[config.mk]
export PLATFORM = sky130hd
export DESIGN_NAME = cal_clock
export DESIGN_NICKNAME = d
export VERILOG_FILES = /design/src/rtl/cal_pkg.sv /design/src/rtl/cal_time_keep.sv /design/src/rtl/cal_view.sv /design/src/rtl/cal_alarm.sv /design/src/rtl/cal_clock.sv
export SDC_FILE = /design/constraint.sdc
export NUM_CORES = 1
export LEC_CHECK = 0
export ABC_AREA = 1
export BUFFER_PORTS_ARGS = -buffer_cell sky130_fd_sc_hd__buf_2
export CAP_MARGIN = 20
export CORE_MARGIN = 1
export CORE_UTILIZATION = 30
export DETAILED_ROUTE_END_ITERATION = 10
export PLACE_DENSITY = 0.57
export SYNTH_ARGS = -nofsm -noshare
export SYNTH_HDL_FRONTEND = slang
export SYNTH_SLANG_ARGS = --single-unit
[constraint.sdc]
create_clock -name clk -period 5.1 [get_ports clk]
set_clock_uncertainty 0.05 [all_clocks]
set_input_delay 1.02 -clock clk [delete_from_list [all_inputs] [get_ports clk]]
set_output_delay 1.02 -clock clk [all_outputs]
set_load 0.02 [all_outputs]
[src/rtl/cal_pkg.sv]
package cal_pkg;

   typedef struct packed {
      logic [6:0] year;
      logic [3:0] mon;
      logic [4:0] mday;
      logic [2:0] wday;
      logic [4:0] hour;
      logic [5:0] min;
      logic [5:0] sec;
   } cal_time_t;

   typedef enum logic {SQ_IDLE, SQ_BUSY} seq_state_t;

   localparam int NUM_FIELDS = 7;
   localparam int NUM_ALARMS = 3;

   function automatic logic [7:0] enc8(input logic [6:0] v, input logic bin);
      logic [7:0] w;
      w = {1'b0, v};
      return bin ? w : (((w / 8'd10) << 4) | (w % 8'd10));
   endfunction

   function automatic logic [7:0] dec8(input logic [7:0] v, input logic bin);
      logic [7:0] t;
      t = ({4'd0, v[7:4]} * 8'd10) + {4'd0, v[3:0]};
      return bin ? v : t;
   endfunction

   function automatic logic [7:0] enc_hour(input logic [4:0] h, input logic bin,
                                           input logic h24);
      logic [6:0] w;
      logic       pm;
      w  = {2'b00, h};
      pm = (w >= 7'd12);
      if (h24) return enc8(w, bin);
      return enc8(pm ? (w - 7'd12) : w, bin) | {pm, 7'd0};
   endfunction

   function automatic logic [7:0] dec_hour(input logic [7:0] v, input logic bin,
                                           input logic h24);
      logic [7:0] b;
      b = dec8({1'b0, v[6:0]}, bin);
      if (h24) return dec8(v, bin);
      return v[7] ? (b + 8'd12) : b;
   endfunction

   function automatic logic is_leap(input logic [6:0] yr, input int century);
      int full;
      full = century * 100 + int'(yr);
      return ((full % 4) == 0) && (((full % 100) != 0) || ((full % 400) == 0));
   endfunction

   function automatic logic [4:0] month_len(input logic [3:0] mon, input logic leap);
      case (mon)
         4'd2:                    return leap ? 5'd29 : 5'd28;
         4'd4, 4'd6, 4'd9, 4'd11: return 5'd30;
         default:                 return 5'd31;
      endcase
   endfunction

endpackage

[src/rtl/cal_time_keep.sv]
module cal_time_keep
   import cal_pkg::*;
#(
   parameter int CENTURY = 20
) (
   input  logic      clk,
   input  logic      rst_n,
   input  logic      step,
   input  logic      load,
   input  cal_time_t load_val,
   output cal_time_t cur
);

   cal_time_t  cur_q;
   cal_time_t  nxt;
   logic [4:0] dim;

   always_comb begin
      dim = month_len(cur_q.mon, is_leap(cur_q.year, CENTURY));
      nxt = cur_q;
      if (cur_q.sec < 6'd59) begin
         nxt.sec = cur_q.sec + 6'd1;
      end else begin
         nxt.sec = 6'd0;
         if (cur_q.min < 6'd59) begin
            nxt.min = cur_q.min + 6'd1;
         end else begin
            nxt.min = 6'd0;
            if (cur_q.hour < 5'd23) begin
               nxt.hour = cur_q.hour + 5'd1;
            end else begin
               nxt.hour = 5'd0;
               nxt.wday = (cur_q.wday >= 3'd7) ? 3'd1 : cur_q.wday + 3'd1;
               if (cur_q.mday < dim) begin
                  nxt.mday = cur_q.mday + 5'd1;
               end else begin
                  nxt.mday = 5'd1;
                  if (cur_q.mon < 4'd12) begin
                     nxt.mon = cur_q.mon + 4'd1;
                  end else begin
                     nxt.mon  = 4'd1;
                     nxt.year = (cur_q.year >= 7'd99) ? 7'd0 : cur_q.year + 7'd1;
                  end
               end
            end
         end
      end
   end

   always_ff @(posedge clk or negedge rst_n) begin
      if (!rst_n) begin
         cur_q <= '{year: 7'd0, mon: 4'd1, mday: 5'd1, wday: 3'd1,
                    hour: 5'd0, min: 6'd0, sec: 6'd0};
      end else if (load) begin
         cur_q <= load_val;
      end else if (step) begin
         cur_q <= nxt;
      end
   end

   assign cur = cur_q;


   sec_range_chk: assert property (@(posedge clk) disable iff (!rst_n)
      step && !load |=> cur_q.sec <= 6'd59);


   mday_wrap_chk: assert property (@(posedge clk) disable iff (!rst_n)
      step && !load && cur_q.sec == 6'd59 && cur_q.min == 6'd59 &&
      cur_q.hour == 5'd23 && cur_q.mday >= dim |=> cur_q.mday == 5'd1);

endmodule

[src/rtl/cal_view.sv]
module cal_view #(
   parameter int FIELDS = 7,
   parameter int AW     = 4
) (
   input  logic                   clk,
   input  logic                   rst_n,
   input  logic                   copy,
   input  logic [FIELDS-1:0][7:0] enc_in,
   input  logic                   wr_en,
   input  logic [AW-1:0]          wr_addr,
   input  logic [7:0]             wr_data,
   output logic [FIELDS-1:0][7:0] vis
);

   for (genvar i = 0; i < FIELDS; i++) begin : g_field
      localparam logic [7:0] RST_VAL = (i >= 3 && i <= 5) ? 8'h01 : 8'h00;
      logic hit;
      assign hit = wr_en && (wr_addr == AW'(i));
      always_ff @(posedge clk or negedge rst_n) begin
         if (!rst_n)    vis[i] <= RST_VAL;
         else if (hit)  vis[i] <= wr_data;
         else if (copy) vis[i] <= enc_in[i];
      end
   end

endmodule

[src/rtl/cal_alarm.sv]
module cal_alarm #(
   parameter int NUM = 3,
   parameter int IW  = 2
) (
   input  logic                clk,
   input  logic                rst_n,
   input  logic                wr_en,
   input  logic [IW-1:0]       wr_idx,
   input  logic [7:0]          wr_data,
   input  logic [NUM-1:0][7:0] cur,
   output logic                hit
);

   logic [NUM-1:0] match;

   for (genvar i = 0; i < NUM; i++) begin : g_cmp
      logic [7:0] alm_q;
      always_ff @(posedge clk or negedge rst_n) begin
         if (!rst_n)                               alm_q <= 8'h00;
         else if (wr_en && wr_idx == IW'(i))      alm_q <= wr_data;
      end
      assign match[i] = (alm_q[7:6] == 2'b11) || (alm_q == cur[i]);
   end

   assign hit = &match;

endmodule

[src/rtl/cal_clock.sv]
module cal_clock
   import cal_pkg::*;
#(
   parameter int         UIP_CYCLES = 8,
   parameter int         CENTURY    = 20,
   parameter logic [2:0] RUN_CODE   = 3'b010
) (
   input  logic       clk,
   input  logic       rst_n,
   input  logic       sec_tick,
   input  logic [2:0] osc_sel,
   input  logic       set_mode,
   input  logic       bin_mode,
   input  logic       hr24,
   input  logic       alarm_ie,
   input  logic       update_ie,
   input  logic       wr_en,
   input  logic [3:0] wr_addr,
   input  logic [7:0] wr_data,
   output logic [7:0] t_sec,
   output logic [7:0] t_min,
   output logic [7:0] t_hour,
   output logic [7:0] t_wday,
   output logic [7:0] t_mday,
   output logic [7:0] t_mon,
   output logic [7:0] t_year,
   output logic       uip,
   output logic       upd_evt,
   output logic       alarm_evt,
   output logic       irq_evt
);

   localparam int CW         = $clog2(UIP_CYCLES + 1);
   localparam int ALM_BASE   = NUM_FIELDS;
   localparam int ALM_IW     = $clog2(NUM_ALARMS);

   if (UIP_CYCLES < 1 || UIP_CYCLES > 4096) begin : g_bad_uip
      $error("cal_clock: UIP_CYCLES out of range");
   end
   if (CENTURY < 0 || CENTURY > 99) begin : g_bad_century
      $error("cal_clock: CENTURY out of range");
   end

   seq_state_t seq_q;
   logic [CW-1:0] cnt_q;
   logic uip_q, set_q, reload_q;
   logic upd_q, alm_q, irq_q;
   logic osc_run, step, finish, wr_time, wr_alarm, alarm_hit;

   cal_time_t cur_t, load_t;
   logic [NUM_FIELDS-1:0][7:0] enc_f, vis_f;
   logic [NUM_ALARMS-1:0][7:0] alm_cur;
   logic [ALM_IW-1:0] alm_idx;

   assign osc_run  = (osc_sel == RUN_CODE);
   assign step     = sec_tick && osc_run && (seq_q == SQ_IDLE) && !reload_q;
   assign finish   = (seq_q == SQ_BUSY) && (cnt_q == '0);
   assign wr_time  = wr_en && (wr_addr < 4'(NUM_FIELDS));
   assign wr_alarm = wr_en && (wr_addr >= 4'(ALM_BASE)) &&
                     (wr_addr < 4'(ALM_BASE + NUM_ALARMS));
   assign alm_idx  = ALM_IW'(wr_addr - 4'(ALM_BASE));

   cal_time_keep #(.CENTURY(CENTURY)) u_keep (
      .clk      (clk),
      .rst_n    (rst_n),
      .step     (step),
      .load     (reload_q),
      .load_val (load_t),
      .cur      (cur_t)
   );

   always_comb begin
      enc_f[0] = enc8({1'b0, cur_t.sec}, bin_mode);
      enc_f[1] = enc8({1'b0, cur_t.min}, bin_mode);
      enc_f[2] = enc_hour(cur_t.hour, bin_mode, hr24);
      enc_f[3] = enc8({4'd0, cur_t.wday}, bin_mode);
      enc_f[4] = enc8({2'd0, cur_t.mday}, bin_mode);
      enc_f[5] = enc8({3'd0, cur_t.mon}, bin_mode);
      enc_f[6] = enc8(cur_t.year, bin_mode);
      alm_cur  = {enc_f[2], enc_f[1], enc_f[0]};
   end

   always_comb begin
      load_t.sec  = 6'(dec8(vis_f[0], bin_mode));
      load_t.min  = 6'(dec8(vis_f[1], bin_mode));
      load_t.hour = 5'(dec_hour(vis_f[2], bin_mode, hr24));
      load_t.wday = 3'(dec8(vis_f[3], bin_mode));
      load_t.mday = 5'(dec8(vis_f[4], bin_mode));
      load_t.mon  = 4'(dec8(vis_f[5], bin_mode));
      load_t.year = 7'(dec8(vis_f[6], bin_mode));
   end

   cal_view #(.FIELDS(NUM_FIELDS), .AW(4)) u_view (
      .clk     (clk),
      .rst_n   (rst_n),
      .copy    (finish && !set_mode),
      .enc_in  (enc_f),
      .wr_en   (wr_time),
      .wr_addr (wr_addr),
      .wr_data (wr_data),
      .vis     (vis_f)
   );

   cal_alarm #(.NUM(NUM_ALARMS), .IW(ALM_IW)) u_alarm (
      .clk     (clk),
      .rst_n   (rst_n),
      .wr_en   (wr_alarm),
      .wr_idx  (alm_idx),
      .wr_data (wr_data),
      .cur     (alm_cur),
      .hit     (alarm_hit)
   );

   always_ff @(posedge clk or negedge rst_n) begin
      if (!rst_n) begin
         seq_q    <= SQ_IDLE;
         cnt_q    <= '0;
         uip_q    <= 1'b0;
         set_q    <= 1'b0;
         reload_q <= 1'b0;
         upd_q    <= 1'b0;
         alm_q    <= 1'b0;
         irq_q    <= 1'b0;
      end else begin
         set_q    <= set_mode;
         reload_q <= (wr_time && !set_mode) || (set_q && !set_mode);
         upd_q    <= finish;
         alm_q    <= finish && alarm_ie && alarm_hit;
         irq_q    <= finish && ((alarm_ie && alarm_hit) || update_ie);
         if (step) begin
            seq_q <= SQ_BUSY;
            cnt_q <= CW'(UIP_CYCLES - 1);
         end else if (finish) begin
            seq_q <= SQ_IDLE;
         end else if (seq_q == SQ_BUSY) begin
            cnt_q <= cnt_q - 1'b1;
         end
         if (set_mode)    uip_q <= 1'b0;
         else if (step)   uip_q <= 1'b1;
         else if (finish) uip_q <= 1'b0;
      end
   end

   assign {t_year, t_mon, t_mday, t_wday, t_hour, t_min, t_sec} = vis_f;
   assign uip       = uip_q;
   assign upd_evt   = upd_q;
   assign alarm_evt = alm_q;
   assign irq_evt   = irq_q;


   osc_hold_chk: assert property (@(posedge clk) disable iff (!rst_n)
      !osc_run && !reload_q |=> $stable(cur_t));


   set_no_uip_chk: assert property (@(posedge clk) disable iff (!rst_n)
      set_mode |=> !uip);


   set_frozen_chk: assert property (@(posedge clk) disable iff (!rst_n)
      set_mode && !wr_time |=> $stable(vis_f));


   alarm_irq_chk: assert property (@(posedge clk) disable iff (!rst_n)
      alarm_evt |-> irq_evt && upd_evt);


   upd_after_uip_chk: assert property (@(posedge clk) disable iff (!rst_n)
      $fell(uip) && !$past(set_mode) |-> upd_evt);

endmodule

=== Word-level counts from Yosys, hierarchy flattened ===
Index checks and enable logic that the tools add are counted.

* Register bits: 127
* Bits of input ports: 24
* Output and inout bits: 60
* Word-level logic and storage cells: 237

* Add/sub/neg operators: 20
* Multiply operators: 8
* Divide/modulo/power cells: 18
* Magnitude comparators: 11
* Equal/unequal tests: 26
* Muxes and demuxes: 59
* Bitwise operators: 11
* Reductions and logical operators: 59

{| class="wikitable"
|+ Operators with widths
! kind !! count
|-
| $mux 8 || 24
|-
| $mux 36 || 2
|-
| $or 8x8->8 || 9
|-
| $logic_not 32->1 || 2
|-
| $mux 5 || 8
|-
| $mod 32x10->32 const B || 1
|-
| $mod 32x8->32 const B || 1
|-
| $reduce_bool 32->1 || 1
|-
| $mux 30 || 1
|-
| $mux 7 || 4
|-
| $logic_and 1x1->1 || 25
|-
| $eq 8x8->1 || 3
|-
| $mux 24 || 1
|-
| $mux 6 || 4
|-
| $eq 4x3->1 const B || 5
|-
| $mux 4 || 5
|-
| $reduce_bool 2->1 || 10
|-
| $mux 19 || 1
|-
| $div 5x4->8 const B || 2
|-
| $div 6x4->8 const B || 2
|-
| $div 7x4->8 const B || 2
|-
| $mod 5x4->8 const B || 2
|-
| $mod 6x4->8 const B || 2
|-
| $mod 7x4->8 const B || 2
|-
| other kinds (59) || 93
|}

=== Logic depth before layout (Yosys ltp) ===
* Depth after elaboration: 14
* Gate-level depth with buffers: 35
* Mapped depth without buffers: 35

=== Cells and area by module ===
A second synthesis with hierarchy kept.

* Cells, all modules: 1896
* Area, all modules: 12613.3 sq um

{| class="wikitable"
|+ By module, submodules not included
! module !! times used !! cells an instance !! area each (sq um) !! sequential area each (sq um)
|-
| cal_time_keep || 1 || 600 || 3987.6 || 904.6
|-
| cal_clock || 1 || 645 || 3871.2 || 275.3
|-
| cal_view || 1 || 469 || 3368.2 || 1405.1
|-
| cal_alarm || 1 || 182 || 1386.3 || 600.6
|}

=== Least setup slack after synthesis ===
OpenSTA, ideal clock, no wires.

* Kind: flip-flop to flip-flop
* From: reg u_keep.cur_q, in the netlist u_keep.cur[33]
* To: reg u_keep.cur_q, in the netlist u_keep.cur[30]
* Library setup time: 118 ps
* Data arrival time: 3352 ps
* Required time: 4932 ps
* Setup slack: 1580 ps
* Stages on the path, launching flop included: 33
* Buffers on the path: 1
* Clock period less this slack: 3520 ps
* Cell sequence: dfrtp_1 ha_1 inv_1 ha_1 clkbuf_1 ha_1 o21ai_1 nand2_1 nor2_2 nand2_2 nand2_1 nand2_1 nand2_1 xor2_2 nor2_2 nand2_4 nand3b_1 nand2_2 inv_2 nor2_2 nand2_1 nand2_1 nand2_1 nand2_1 nand3_1 nand2_1 nand2_1 nand2_2 nand2_4 nand2_4 nand3_2 nand2_1 nand2_1

* Longest elaborated chain between the ends: 10
* Elaborated cells on any way between the ends: 21
* Classes of those cells: add/sub (1); div (2); order compare (2); eq/ne (1); mux (10); reduce/logical (5)

{| class="wikitable"
|+ RTL lines
! what !! line !! RTL
|-
| start: declaration || cal_time_keep.sv:14 || <nowiki>cal_time_t cur_q;</nowiki>
|-
| start signal: assignment || cal_time_keep.sv:52 || <nowiki>cur_q <= '{year: 7'd0, mon: 4'd1, mday: 5'd1, wday: 3'd1,</nowiki>
|-
| start signal: assignment || cal_time_keep.sv:55 || <nowiki>cur_q <= load_val;</nowiki>
|-
| start signal: assignment || cal_time_keep.sv:57 || <nowiki>cur_q <= nxt;</nowiki>
|-
| $add 11x7->12 || cal_pkg.sv:50 || <nowiki>full = century * 100 + int'(yr);</nowiki>
|-
| $mod 32x8->32 or $mod 32x10->32 (tied branches) || cal_pkg.sv:51 || <nowiki>return ((full % 4) == 0) && (((full % 100) != 0) || ((full % 400) == 0));</nowiki>
|-
| $reduce_bool 32->1 or $logic_not 32->1 (tied branches) || cal_pkg.sv:51 ||
|-
| $logic_or 1x1->1 || cal_pkg.sv:51 ||
|-
| $logic_and 1x1->1 || cal_pkg.sv:51 ||
|-
| $mux 1 || cal_pkg.sv:56 || <nowiki>4'd2: return leap ? 5'd29 : 5'd28;</nowiki>
|-
| $pmux 5 s2 || cal_pkg.sv:55 || <nowiki>case (mon)</nowiki>
|-
| $lt 5x5->1 || cal_time_keep.sv:34 || <nowiki>if (cur_q.mday < dim) begin</nowiki>
|-
| $ne 2x2->1 (no line) || n/a ||
|-
| $reduce_and 6->1 (no line) || n/a ||
|}

Several ways; a longest one is shown, not always the timed one. The select of a mux whose other input is x is not followed.
A chain may end at the register's enable or synchronous reset.

=== Final worst setup path ===
* From: reg u_keep.cur_q, in the netlist u_keep.cur[33]
* To: reg u_keep.cur_q, in the netlist u_keep.cur[33]

Same word-level chain as after synthesis.

==> flow_metrics.env <==
export IMPL_status="completed"
export IMPL_yosysTopAreaCell="dfrtp_1"
export IMPL_rsz0062_at_grt="no"
export IMPL_ant_nets=0
export IMPL_wl_per_cell_um=15.7
export IMPL_power_density_nw_per_um2=678
export IMPL_min_period_over_period_pct=83.4
export IMPL_fillers=3554
export IMPL_drc=0
export IMPL_min_path_cells=1
export IMPL_initial_utilization_pct=30.8
export IMPL_setup_viol=0
export IMPL_clockBufferDepth=2
export IMPL_ios=84
export IMPL_slowest_stage="dfrtp_1"
export IMPL_fp_dieArea_sq_um=35400
export IMPL_syn_instance_count=1458
export IMPL_yosysMostFrequentCell="nand2_1"
export IMPL_first_global_vias=9455
export IMPL_tightestPinTransition_ps=922
export IMPL_vias=9933
export IMPL_synthTopCellsByCount="nand2_1, inv_1, nor2_1, o21ai_0, dfrtp_1"
export IMPL_area_growth_pct=14.5
export IMPL_cts_tree="done"
export IMPL_path_clk_slew_ps=60
export IMPL_cts_setup_buffers=0
export IMPL_finalPower_w=0.00808
export IMPL_stdcell_area_sq_um=11900
export IMPL_cpMostUsedCell="nand2_1"
export IMPL_ys_ff_latch=127
export IMPL_synth_ff_type="dfrtp_1"
export IMPL_cp_data_required_time_ps=5360
export IMPL_grt_max_degree=96
export IMPL_finalSetupTns_ps=0
export IMPL_cts_buffers=17
export IMPL_drtIter0Drc=724
export IMPL_holdBufCountCts=0
export IMPL_synth_edf_count=0
export IMPL_antenna_found_initial=0
export IMPL_grt_use_met3_pct=2.63
export IMPL_cts_max_level=4
export IMPL_vdd_drop_max_uv=249
export IMPL_diodes=0
export IMPL_ys_warn_count=0
export IMPL_synth_area_sq_um=10400
export IMPL_path_class="flop to flop"
export IMPL_cts_resized=0
export IMPL_async_reset_ff_share_pct=100
export IMPL_die_h_um=188
export IMPL_grt_pass1_wl_um=50600
export IMPL_hp_class="flop to flop"
export IMPL_viasPerCell=4.99
export IMPL_reg2reg_depth=29
export IMPL_cp_data_arrival_time_ps=4510
export IMPL_finalMaxSlewViolations=0
export IMPL_avgSynthCellArea_sq_um=7.13
export IMPL_start_kind="flop"
export IMPL_ys_types=55
export IMPL_top_usage_layer="met2"
export IMPL_p_leak_nw=5.96
export IMPL_cts_sinks=127
export IMPL_die_width_um=188
export IMPL_wl_um=31200
export IMPL_cp_end_kind="flop"
export IMPL_fin_crit_ps=4250
export IMPL_critPathMaxFanout=13
export IMPL_nNetsFinal=1640
export IMPL_cpPeakStageDelay_ps=620
export IMPL_hold_viol_final=0
export IMPL_root_buffer="clkbuf_16"
export IMPL_max_freq_mhz=235
export IMPL_gp_congestion=0.873
export IMPL_core_area_sq_um=33800
export IMPL_drive_gt1_share_pct=11.8
export IMPL_clock_latency_ps=420
export IMPL_met2_usage_pct=28.8
export IMPL_hold_ws_ps=433
export IMPL_track_usage_pct=17.9
export IMPL_yosysSeqAreaShare_pct=30.6
export IMPL_placed_area_sq_um=11300
export IMPL_grtUsageMet1_pct=24.7
export IMPL_hpwl_um=23100
export IMPL_netlist_top_cells_area="dfrtp_1, nand2_1, ha_1"
export IMPL_rrSetupSlack_ps=850
export IMPL_dr_pass1_iters=5
export IMPL_slew_headroom_pct=38.5
export IMPL_cap_violations=0
export IMPL_io_buffers=83
export IMPL_overflow=0
export IMPL_yosysTopAreaCellShare_pct=29.1
export IMPL_fp_row_count=67
export IMPL_synth_fp_nets=1568
[critical path, delay by kind of cell (launching register included)]
| family | cells | cell delay (ps) |
|---|---|---|
| XOR/XNOR | 1 | 260 |
| buffers and inverters | 1 | 60 |
| AND/OR/NAND/NOR | 23 | 2070 |
| flip-flops | 1 | 620 |
| adder cells (fa/ha/maj) | 3 | 880 |
| AO/OA/AOI/OAI | 1 | 150 |
[power by group]
group / switching (W) / leakage (nW) / internal (W)
registers: 0.000555 / 1.57 / 0.00141
logic: 0.00302 / 4.09 / 0.00179
clock network: 0.000465 / 0.305 / 0.000838
[through the flow]
| stage | setup slack (ps) | util, % | std cells |
|---|---|---|---|
| 2_1_floorplan | 1580 | - | 1458 |
| 3_3_place_gp | 1020 | 33.4 | 1959 |
| 3_5_place_dp | 888 | 33.4 | 1959 |
| 4_1_cts | 867 | 35.3 | 1991 |
| 5_1_grt | 349 | 35.3 | 1991 |
| 6_report | 847 | 35.3 | 1991 |
[path summary, 6_finish.rpt]
kind / endpoint / from
max: u_keep.cur[33]$_DFFE_PN0P_ / u_keep.cur[33]$_DFFE_PN0P_
min: reload_q$_DFF_PN0_ / set_q$_DFF_PN0_
max reg2reg: u_keep.cur[33]$_DFFE_PN0P_ / u_keep.cur[33]$_DFFE_PN0P_
min reg2reg: reload_q$_DFF_PN0_ / set_q$_DFF_PN0_
max in group asynchronous: u_alarm.g_cmp[1].alm_q[2]$_DFFE_PN0P_ / rst_n
min in group asynchronous: cnt_q[2]$_DFFE_PN0P_ / rst_n
[sequential cells by signal, summed over array words and instances (netlist names), 4 cells and up]
signal               count
cnt_q                    4
u_keep.cur              36
u_view.vis              56
u_alarm.g_cmp.alm_q     24
[layout make-up]
type	instances	area, sq um	share of cell area [%]
multi-input combinational	1104	6350	53.3
sequential	127	3190	26.7
inverter	189	709	5.96
tap	448	561	4.71
timing repair buffer	91	482	4.04
clock buffer	20	457	3.83
clock inverter	12	165	1.39
[cell usage in the layout, fill, tap and decap left out, drive strengths merged, types with 3 or more instances in the layout]
| cell type | count |
|---|---|
| ha | 79 |
| clkbuf | 20 |
| a31oi | 20 |
| fa | 7 |
| a211oi | 3 |
| nand3b | 8 |
| nand4 | 17 |
| a22oi | 5 |
| buf | 91 |
| nand2 | 353 |
| bufinv | 4 |
| o21ai | 138 |
| xor2 | 39 |
| a21oi | 56 |
| inv | 186 |
| o211ai | 12 |
| nor3 | 14 |
| or2 | 5 |
| o221ai | 33 |
| a21boi | 5 |
| dfrtp | 121 |
| o21bai | 6 |
| o31ai | 3 |
| dfstp | 6 |
| o22ai | 13 |
| nor2 | 146 |
| nand3 | 98 |
| clkinv | 9 |
| xnor2 | 29 |
[cells by family after synthesis]
group / Yosys count / share of synthesized area, %
buf+inv: 227 / 8.34
fa+ha+maj: 86 / 10.8
compound gates: 305 / 17.6
flops: 127 / 30.6
xor+xnor: 68 / 5.80
simple gates: 645 / 26.8
[metal layers]
metal	vias up	share of wire, %
li1	4998	-
met1	4676	48
met2	225	46
met3	34	4.4
met4	0	1.7
met5	-	0
(Power assumes the default switching activity.)
